$ cat src/rtl/ws_pkg.sv
`timescale 1ns/1ps
package ws_pkg;
  localparam int WORD_W = 32;
  localparam int SH_W   = $clog2(WORD_W);
  localparam int AMT_W  = SH_W + 1;

  typedef enum logic [1:0] {
    OP_SHL_REG = 2'b00,
    OP_SHR_REG = 2'b01,
    OP_SAR_REG = 2'b10,
    OP_SAR_IMM = 2'b11
  } ws_op_e;

  // mask covering the low n positions, n < WORD_W
  function automatic logic [WORD_W-1:0] low_mask(input logic [SH_W-1:0] n);
    logic [WORD_W-1:0] one_vec;
    one_vec = {{(WORD_W-1){1'b0}}, 1'b1};
    return (one_vec << n) - one_vec;
  endfunction

  function automatic logic [WORD_W-1:0] sign_shift(input logic [WORD_W-1:0] v,
                                                   input logic [SH_W-1:0] n);
    return WORD_W'($signed(v) >>> n);
  endfunction
endpackage

$ cat src/rtl/ws_shift_core.sv
`timescale 1ns/1ps
module ws_shift_core
  import ws_pkg::*;
#(
  parameter int W  = WORD_W,
  parameter int SW = SH_W
) (
  input  logic [W-1:0]  src,
  input  logic [SW:0]   amt,
  input  ws_op_e        op,
  output logic [W-1:0]  shifted,
  output logic          ovf_hit,
  output logic [SW-1:0] eff_amt
);
  logic          sign_bit;
  logic [W-1:0]  sign_fill;

  assign sign_bit  = src[W-1];
  assign sign_fill = {W{sign_bit}};
  assign eff_amt   = amt[SW-1:0];
  // the immediate form has no out-of-range flag
  assign ovf_hit   = amt[SW] && (op != OP_SAR_IMM);

  always_comb begin
    unique case (op)
      OP_SHL_REG: shifted = ovf_hit ? '0 : (src << eff_amt);
      OP_SHR_REG: shifted = ovf_hit ? '0 : (src >> eff_amt);
      default:    shifted = ovf_hit ? sign_fill : sign_shift(src, eff_amt);
    endcase
  end
endmodule

$ cat src/rtl/ws_carry_calc.sv
`timescale 1ns/1ps
module ws_carry_calc
  import ws_pkg::*;
#(
  parameter int W  = WORD_W,
  parameter int SW = SH_W
) (
  input  logic [W-1:0]  src,
  input  logic [SW-1:0] eff_amt,
  input  logic          ovf_hit,
  input  ws_op_e        op,
  output logic          carry,
  output logic          carry_en
);
  logic         neg_src;
  logic [W-1:0] lost_bits;
  logic         any_lost;

  assign neg_src   = src[W-1];
  // out-of-range drops every bit below the sign
  assign lost_bits = ovf_hit ? {1'b0, src[W-2:0]} : (src & low_mask(eff_amt));
  assign any_lost  = |lost_bits;
  assign carry_en  = op[1];
  assign carry     = carry_en && neg_src && any_lost;
endmodule

$ cat src/rtl/word_shifter.sv
`timescale 1ns/1ps
module word_shifter
  import ws_pkg::*;
#(
  parameter int W  = WORD_W,
  parameter int SW = SH_W
) (
  input  logic         clk,
  input  logic         rst_n,
  input  logic         in_valid,
  input  logic [W-1:0] src_word,
  input  logic [SW:0]  amt_field,
  input  logic [1:0]   op_sel,
  output logic         out_valid,
  output logic [W-1:0] result,
  output logic         carry_out,
  output logic         carry_we
);
  ws_op_e        op;
  logic [W-1:0]  shifted;
  logic          ovf_hit;
  logic [SW-1:0] eff_amt;
  logic          carry_c;
  logic          carry_en_c;

  assign op = ws_op_e'(op_sel);

  ws_shift_core #(.W(W), .SW(SW)) u_core (
    .src(src_word), .amt(amt_field), .op(op),
    .shifted(shifted), .ovf_hit(ovf_hit), .eff_amt(eff_amt)
  );

  ws_carry_calc #(.W(W), .SW(SW)) u_carry (
    .src(src_word), .eff_amt(eff_amt), .ovf_hit(ovf_hit), .op(op),
    .carry(carry_c), .carry_en(carry_en_c)
  );

  always_ff @(posedge clk) begin
    if (!rst_n) begin
      out_valid <= 1'b0;
      result    <= '0;
      carry_out <= 1'b0;
      carry_we  <= 1'b0;
    end else begin
      out_valid <= in_valid;
      if (in_valid) begin
        result    <= shifted;
        carry_out <= carry_c;
        carry_we  <= carry_en_c;
      end
    end
  end

  AST_VALID_FOLLOWS: assert property (@(posedge clk) disable iff (!rst_n)
    in_valid |=> out_valid);
  AST_VALID_DROPS: assert property (@(posedge clk) disable iff (!rst_n)
    !in_valid |=> !out_valid);
  AST_LOGIC_NO_CARRY: assert property (@(posedge clk) disable iff (!rst_n)
    (in_valid && !op_sel[1]) |=> (!carry_we && !carry_out));
  AST_ARITH_CARRY_WE: assert property (@(posedge clk) disable iff (!rst_n)
    (in_valid && op_sel[1]) |=> carry_we);
  AST_CARRY_NEG: assert property (@(posedge clk) disable iff (!rst_n)
    carry_out |-> result[W-1]);
  AST_OVF_FILL: assert property (@(posedge clk) disable iff (!rst_n)
    (in_valid && op == OP_SAR_REG && amt_field[SW]) |=> (result == {W{$past(src_word[W-1])}}));
  AST_HOLD: assert property (@(posedge clk) disable iff (!rst_n)
    !in_valid |=> ($stable(result) && $stable(carry_out) && $stable(carry_we)));
endmodule

$ cat config.mk
export PLATFORM = sky130hd
export DESIGN_NAME = word_shifter
export DESIGN_NICKNAME = d
export VERILOG_FILES = /design/src/rtl/ws_pkg.sv /design/src/rtl/ws_shift_core.sv /design/src/rtl/ws_carry_calc.sv /design/src/rtl/word_shifter.sv
export SDC_FILE = /design/constraint.sdc
export NUM_CORES = 1
export LEC_CHECK = 0
export BUFFER_PORTS_ARGS = -buffer_cell sky130_fd_sc_hd__buf_2
export CAP_MARGIN = 15
export CORE_MARGIN = 3
export CORE_UTILIZATION = 55
export CTS_BUF_LIST = sky130_fd_sc_hd__clkbuf_16
export CTS_CLUSTER_SIZE = 14
export DETAILED_ROUTE_END_ITERATION = 7
export PLACE_DENSITY = 0.8
export SLEW_MARGIN = 10
export SYNTH_ARGS = -nofsm -noshare
export SYNTH_HDL_FRONTEND = slang
export SYNTH_SLANG_ARGS = --single-unit
$ cat constraint.sdc
create_clock -name clk -period 6.55 [get_ports clk]
set_input_delay 0.655 -clock clk [delete_from_list [all_inputs] [get_ports clk]]
set_output_delay 0.655 -clock clk [all_outputs]
set_load 0.05 [all_outputs]
* Yosys cells after proc, flatten, opt, wreduce, memory -nomap -nowiden
Index checks and enable logic that the tools add are counted.
Operators by class: $add $sub $neg 1, equality and inequality tests 2, shift operators 4, muxes and demuxes 5, bitwise gates (word level) 1, reductions and logical operators 5
Operator list (count):
- 2-to-1 mux 32 bit | 4
- one-hot mux 32 bit (2 select lines) | 1
- AND 32 bit | 1
- OR reduction 32 bit | 1
- left shift 1 x 5 -> 32 bit (first input constant) | 1
- left shift 32 x 5 -> 32 bit | 1
- right shift 32 x 5 -> 32 bit | 1
- >>> shifter 32 x 5 -> 32 bit | 1
- subtractor 32 x 1 -> 32 bit (second input constant) | 1
- logical AND 1 bit | 3
- == test 2 x 1 -> 1 bit (second input constant) | 1
- zero test 2 bit | 1
- inequality test 2 bit (second input constant) | 1
Storage, ports and cells: register bits after elaboration 35, bits of input ports 43, output and inout bits 35, logic and storage cells 22

* Logic depth before layout (Yosys ltp)
depth after elaboration 6, gate-level depth with buffers 14, depth with buffers taken out 9

* By module
From an unflattened synthesis, not the netlist that was laid out.
Unflattened totals: cells, all modules 793, area total of the unflattened synthesis 6994.2 sq um
Modules (own cells, without submodules):
- ws_shift_core | instances 1, cells an instance 542, area an instance 4812.1 sq um
- word_shifter | instances 1, cells an instance 111, area an instance 1342.5 sq um
- ws_carry_calc | instances 1, cells an instance 140, area an instance 839.6 sq um

* Worst setup path before layout
Ideal clock, no wire load.
kind in2reg, from in amt_field[4], to reg carry_out, setup time 0.138 ns, arrival 3.343 ns, required time 6.412 ns, slack 3.069 ns, stages on the path 14, buffers on the path 5, cell sequence clkbuf_1 clkbuf_1 clkbuf_1 clkbuf_1 nor2_1 nand3_1 ha_1 clkbuf_1 nor3_1 o2111a_1 o21ai_0 nand3_1 a2111oi_0 a31oi_1
On the way: cells in the longest elaborated chain, start to end 6
Ends and longest elaborated chain:
- start, declared | RTL line word_shifter.sv:12 | input logic [SW:0] amt_field,
- left shift 1 x 5 -> 32 bit | RTL line ws_pkg.sv:18 | return (one_vec << n) - one_vec;
- subtractor 32 x 1 -> 32 bit | RTL line ws_pkg.sv:18
- AND 32 bit | RTL line ws_carry_calc.sv:21 | assign lost_bits = ovf_hit ? {1'b0, src[W-2:0]} : (src & low_mask(eff_amt));
- 2-to-1 mux 32 bit | RTL line ws_carry_calc.sv:21
- OR reduction 32 bit | RTL line ws_carry_calc.sv:22 | assign any_lost = |lost_bits;
- logical AND 1 bit | RTL line ws_carry_calc.sv:24 | assign carry = carry_en && neg_src && any_lost;
- end signal, assigned | RTL line word_shifter.sv:48 | carry_out <= carry_c;
- end, declared | RTL line word_shifter.sv:16 | output logic carry_out,
No other way between the ends. A chain may end at the register's enable or synchronous reset.

* Worst setup path in the final report
from in amt_field[1], to reg result[23]
On the way: cells in the longest elaborated chain, start to end 3, elaborated cells on any way between the ends 7, classes of those cells shift (3); mux (4)
Ends and longest elaborated chain:
- >>> shifter 32 x 5 -> 32 bit, or another cell as far along | RTL line ws_pkg.sv:23 | return WORD_W'($signed(v) >>> n);
- 2-to-1 mux 32 bit (on tied branches) | RTL line ws_shift_core.sv:28, ws_shift_core.sv:26, ws_shift_core.sv:27
- one-hot mux 32 bit (2 select lines) * | RTL line ws_shift_core.sv:25 | unique case (op)
- end signal, assigned | RTL line word_shifter.sv:47 | result <= shifted;
- end, declared | RTL line word_shifter.sv:15 | output logic [W-1:0] result,
Every way passes the cells marked *; elsewhere a longest branch is shown, timed or not.

==> reports/qor.csv <==
metric,value,unit
final_nets,830,
h-tree-depth,2,
dieWidth,114,um
fill_cells,1039,
drive_gt1_share,25.0,%
wire_per_inst,30.4,um
ys_types,73,
hold_class,reg -> reg,
io_pins,78,
p_leak,2.56,nW
stdcell_count,927,
synth_edf_count,0,
start_kind,primary input,
finalSetupTns,0,ns
syn_avg_cell_area,8.11,sq um
drt_wl_total,28.2,mm
stdcell_area,6750,sq um
first_pass_iters,6,
end_kind,flip-flop,
fin_crit_sh,62.5,%
final-setup-viol-count,0,
dieArea,13000,sq um
slew_headroom,33.1,%
grt_pass1_wl,43.0,mm
synth-seq-cells,35,
dp.cells,919,
fmax,244,MHz
ys_warn_count,0,
core_area,11100,sq um
dpl_cell_area,6580,sq um
fin_util,60.6,%
syn_area,6430,sq um
path_class,in -> reg,
worstMarginPinSlew,1.00,ns
drc,0,
antenna_found_initial,1,
clockRootBuffer,clkbuf_16,
drv_slew,0,
min_period,4.09,ns
grt_overflow,0,
cts_made_buffers,5,
ys_async_sr_fraction,0,%
yosysSeqAreaShare,10.9,%
ys.flop_type,dfxtp_1,
hold_ws,0.482,ns
initial_core_util,57.8,%
status,"complete, no violations",
grt_max_degree,82,
dp_hpwl,19.6,mm
cts_resized,0,
postCtsSetupBuffers,0,
vdd_drop_max,0.179,mV
num_rows,38,
port_buffers,77,
final_common_cell,o21ai_0,
fin_total_pwr,1.10,mW
preCtsSetupSlack,2.30,ns
antennaDiodeCount,0,
area_delta_synth_final,4.96,%
powerDensity,163,nW/um^2
clk_pin_slew,0.05,ns
setup_ws,2.46,ns
most-common-layout-cells,"78 x o21ai_0, 76 x buf_2, 73 x nor2_1, 68 x nand2_1, 67 x mux4_2",
grt_pass1_vias,6932,
grt_usage,43.1,%
cap_viol_max_count,0,
vias_per_cell,8.01,
die_y,114,um
gp_congestion,1.08,
hold_viol,0,
synth.net_count,837,
reg2reg_slack,4.30,ns
rsz0062_at_grt,no,
clockBufferDepth,2,
cts_tree,yes,
cts_hold_buffers,0,
ant_nets,0,
arrival,4.32,ns
vias,7429,
clock_latency,0.29,ns
synth_cells,793,
worst_clock_skew,0,ns
clock_sinks,35,
required,6.78,ns
drtIter0Drc,1611,
cp_max_fo,81,
## cell usage after synthesis, drive strengths merged, types with 6 or more instances
library cell	number	area share, %
o21ai	80	6.2
nor2	74	4.3
mux4	69	24
nand2	68	4.0
clkbuf	67	3.9
mux2i	55	8.6
a21oi	49	3.8
dfxtp	35	11
buf	34	3.6
mux2	25	4.4
nor3	22	1.7
a211oi	18	2.1
a31oi	16	1.6
nand3	12	0.93
o211ai	12	1.4
o22ai	12	1.2
inv	10	0.58
o221ai	8	1.1
nand2b	7	0.68
a21boi	6	0.70
a21o	6	0.70
and2	6	0.58
and3	6	0.58
nor4	6	0.58
## cell type report
type | instances | area [sq um] | share of cell area, %
clock buffer | 5 | 125 | 1.85
tap | 140 | 175 | 2.60
multi-input combinational | 644 | 5190 | 77.0
inverter | 13 | 48.8 | 0.723
sequential | 35 | 701 | 10.4
timing repair buffer | 87 | 463 | 6.86
clock inverter | 3 | 38.8 | 0.575
## metal layers
layer	global-route usage [%]	vias to the layer above	share of wire, %	wire (um)
met4	22.6	2	6.7	1890
met2	63.3	773	42	11800
met1	58.0	3426	36	10200
li1	-	3070	-	-
met3	11.8	158	15	4290
met5	0	-	0.046	13
## path summary, 6_finish.rpt
kind | startpoint | to | depth (start not counted)
worst max-delay path | amt_field[1] | result[23] | 8
worst min-delay path | result[24] | result[24] | 2
worst max register to register | carry_out | carry_out | 5
worst min register to register | result[24] | result[24] | 2
## report_power, final
part	total [mW]	internal [mW]	switching, mW	leakage, nW
combinational	0.582	0.202	0.381	2.19
clock	0.279	0.178	0.101	0.0812
sequential	0.238	0.229	0.00865	0.289
## cell families (layout without fill, tap and decap cells)
group                      count (synthesis)  count (layout)  share of synthesized area [%]
and+or+nand+nor                          224             224                           15.8
adders and majority gates                  1               1                          0.195
xor gates and xnor gates                   1               1                          0.136
AOI/OAI and AO/OA                        269             269                           27.4
muxes                                    149             149                           37.2
buffers and inverters                    114             108                           8.31
DFF                                       35              35                           10.9
## critical path: stages
cell and delay [ns]:
buf_2 0.10, buf_4 0.74, clkinv_1 1.10, mux4_2 0.85, nor2_1 0.10, o21ai_0 0.08
a2111oi_0 0.44, o31a_1 0.17
## registers in the layout (all words and copies together) (netlist names)
register and count:
carry_we 1, result 32, out_valid 1, carry_out 1
No activity file was read; power rests on OpenSTA's default activity.
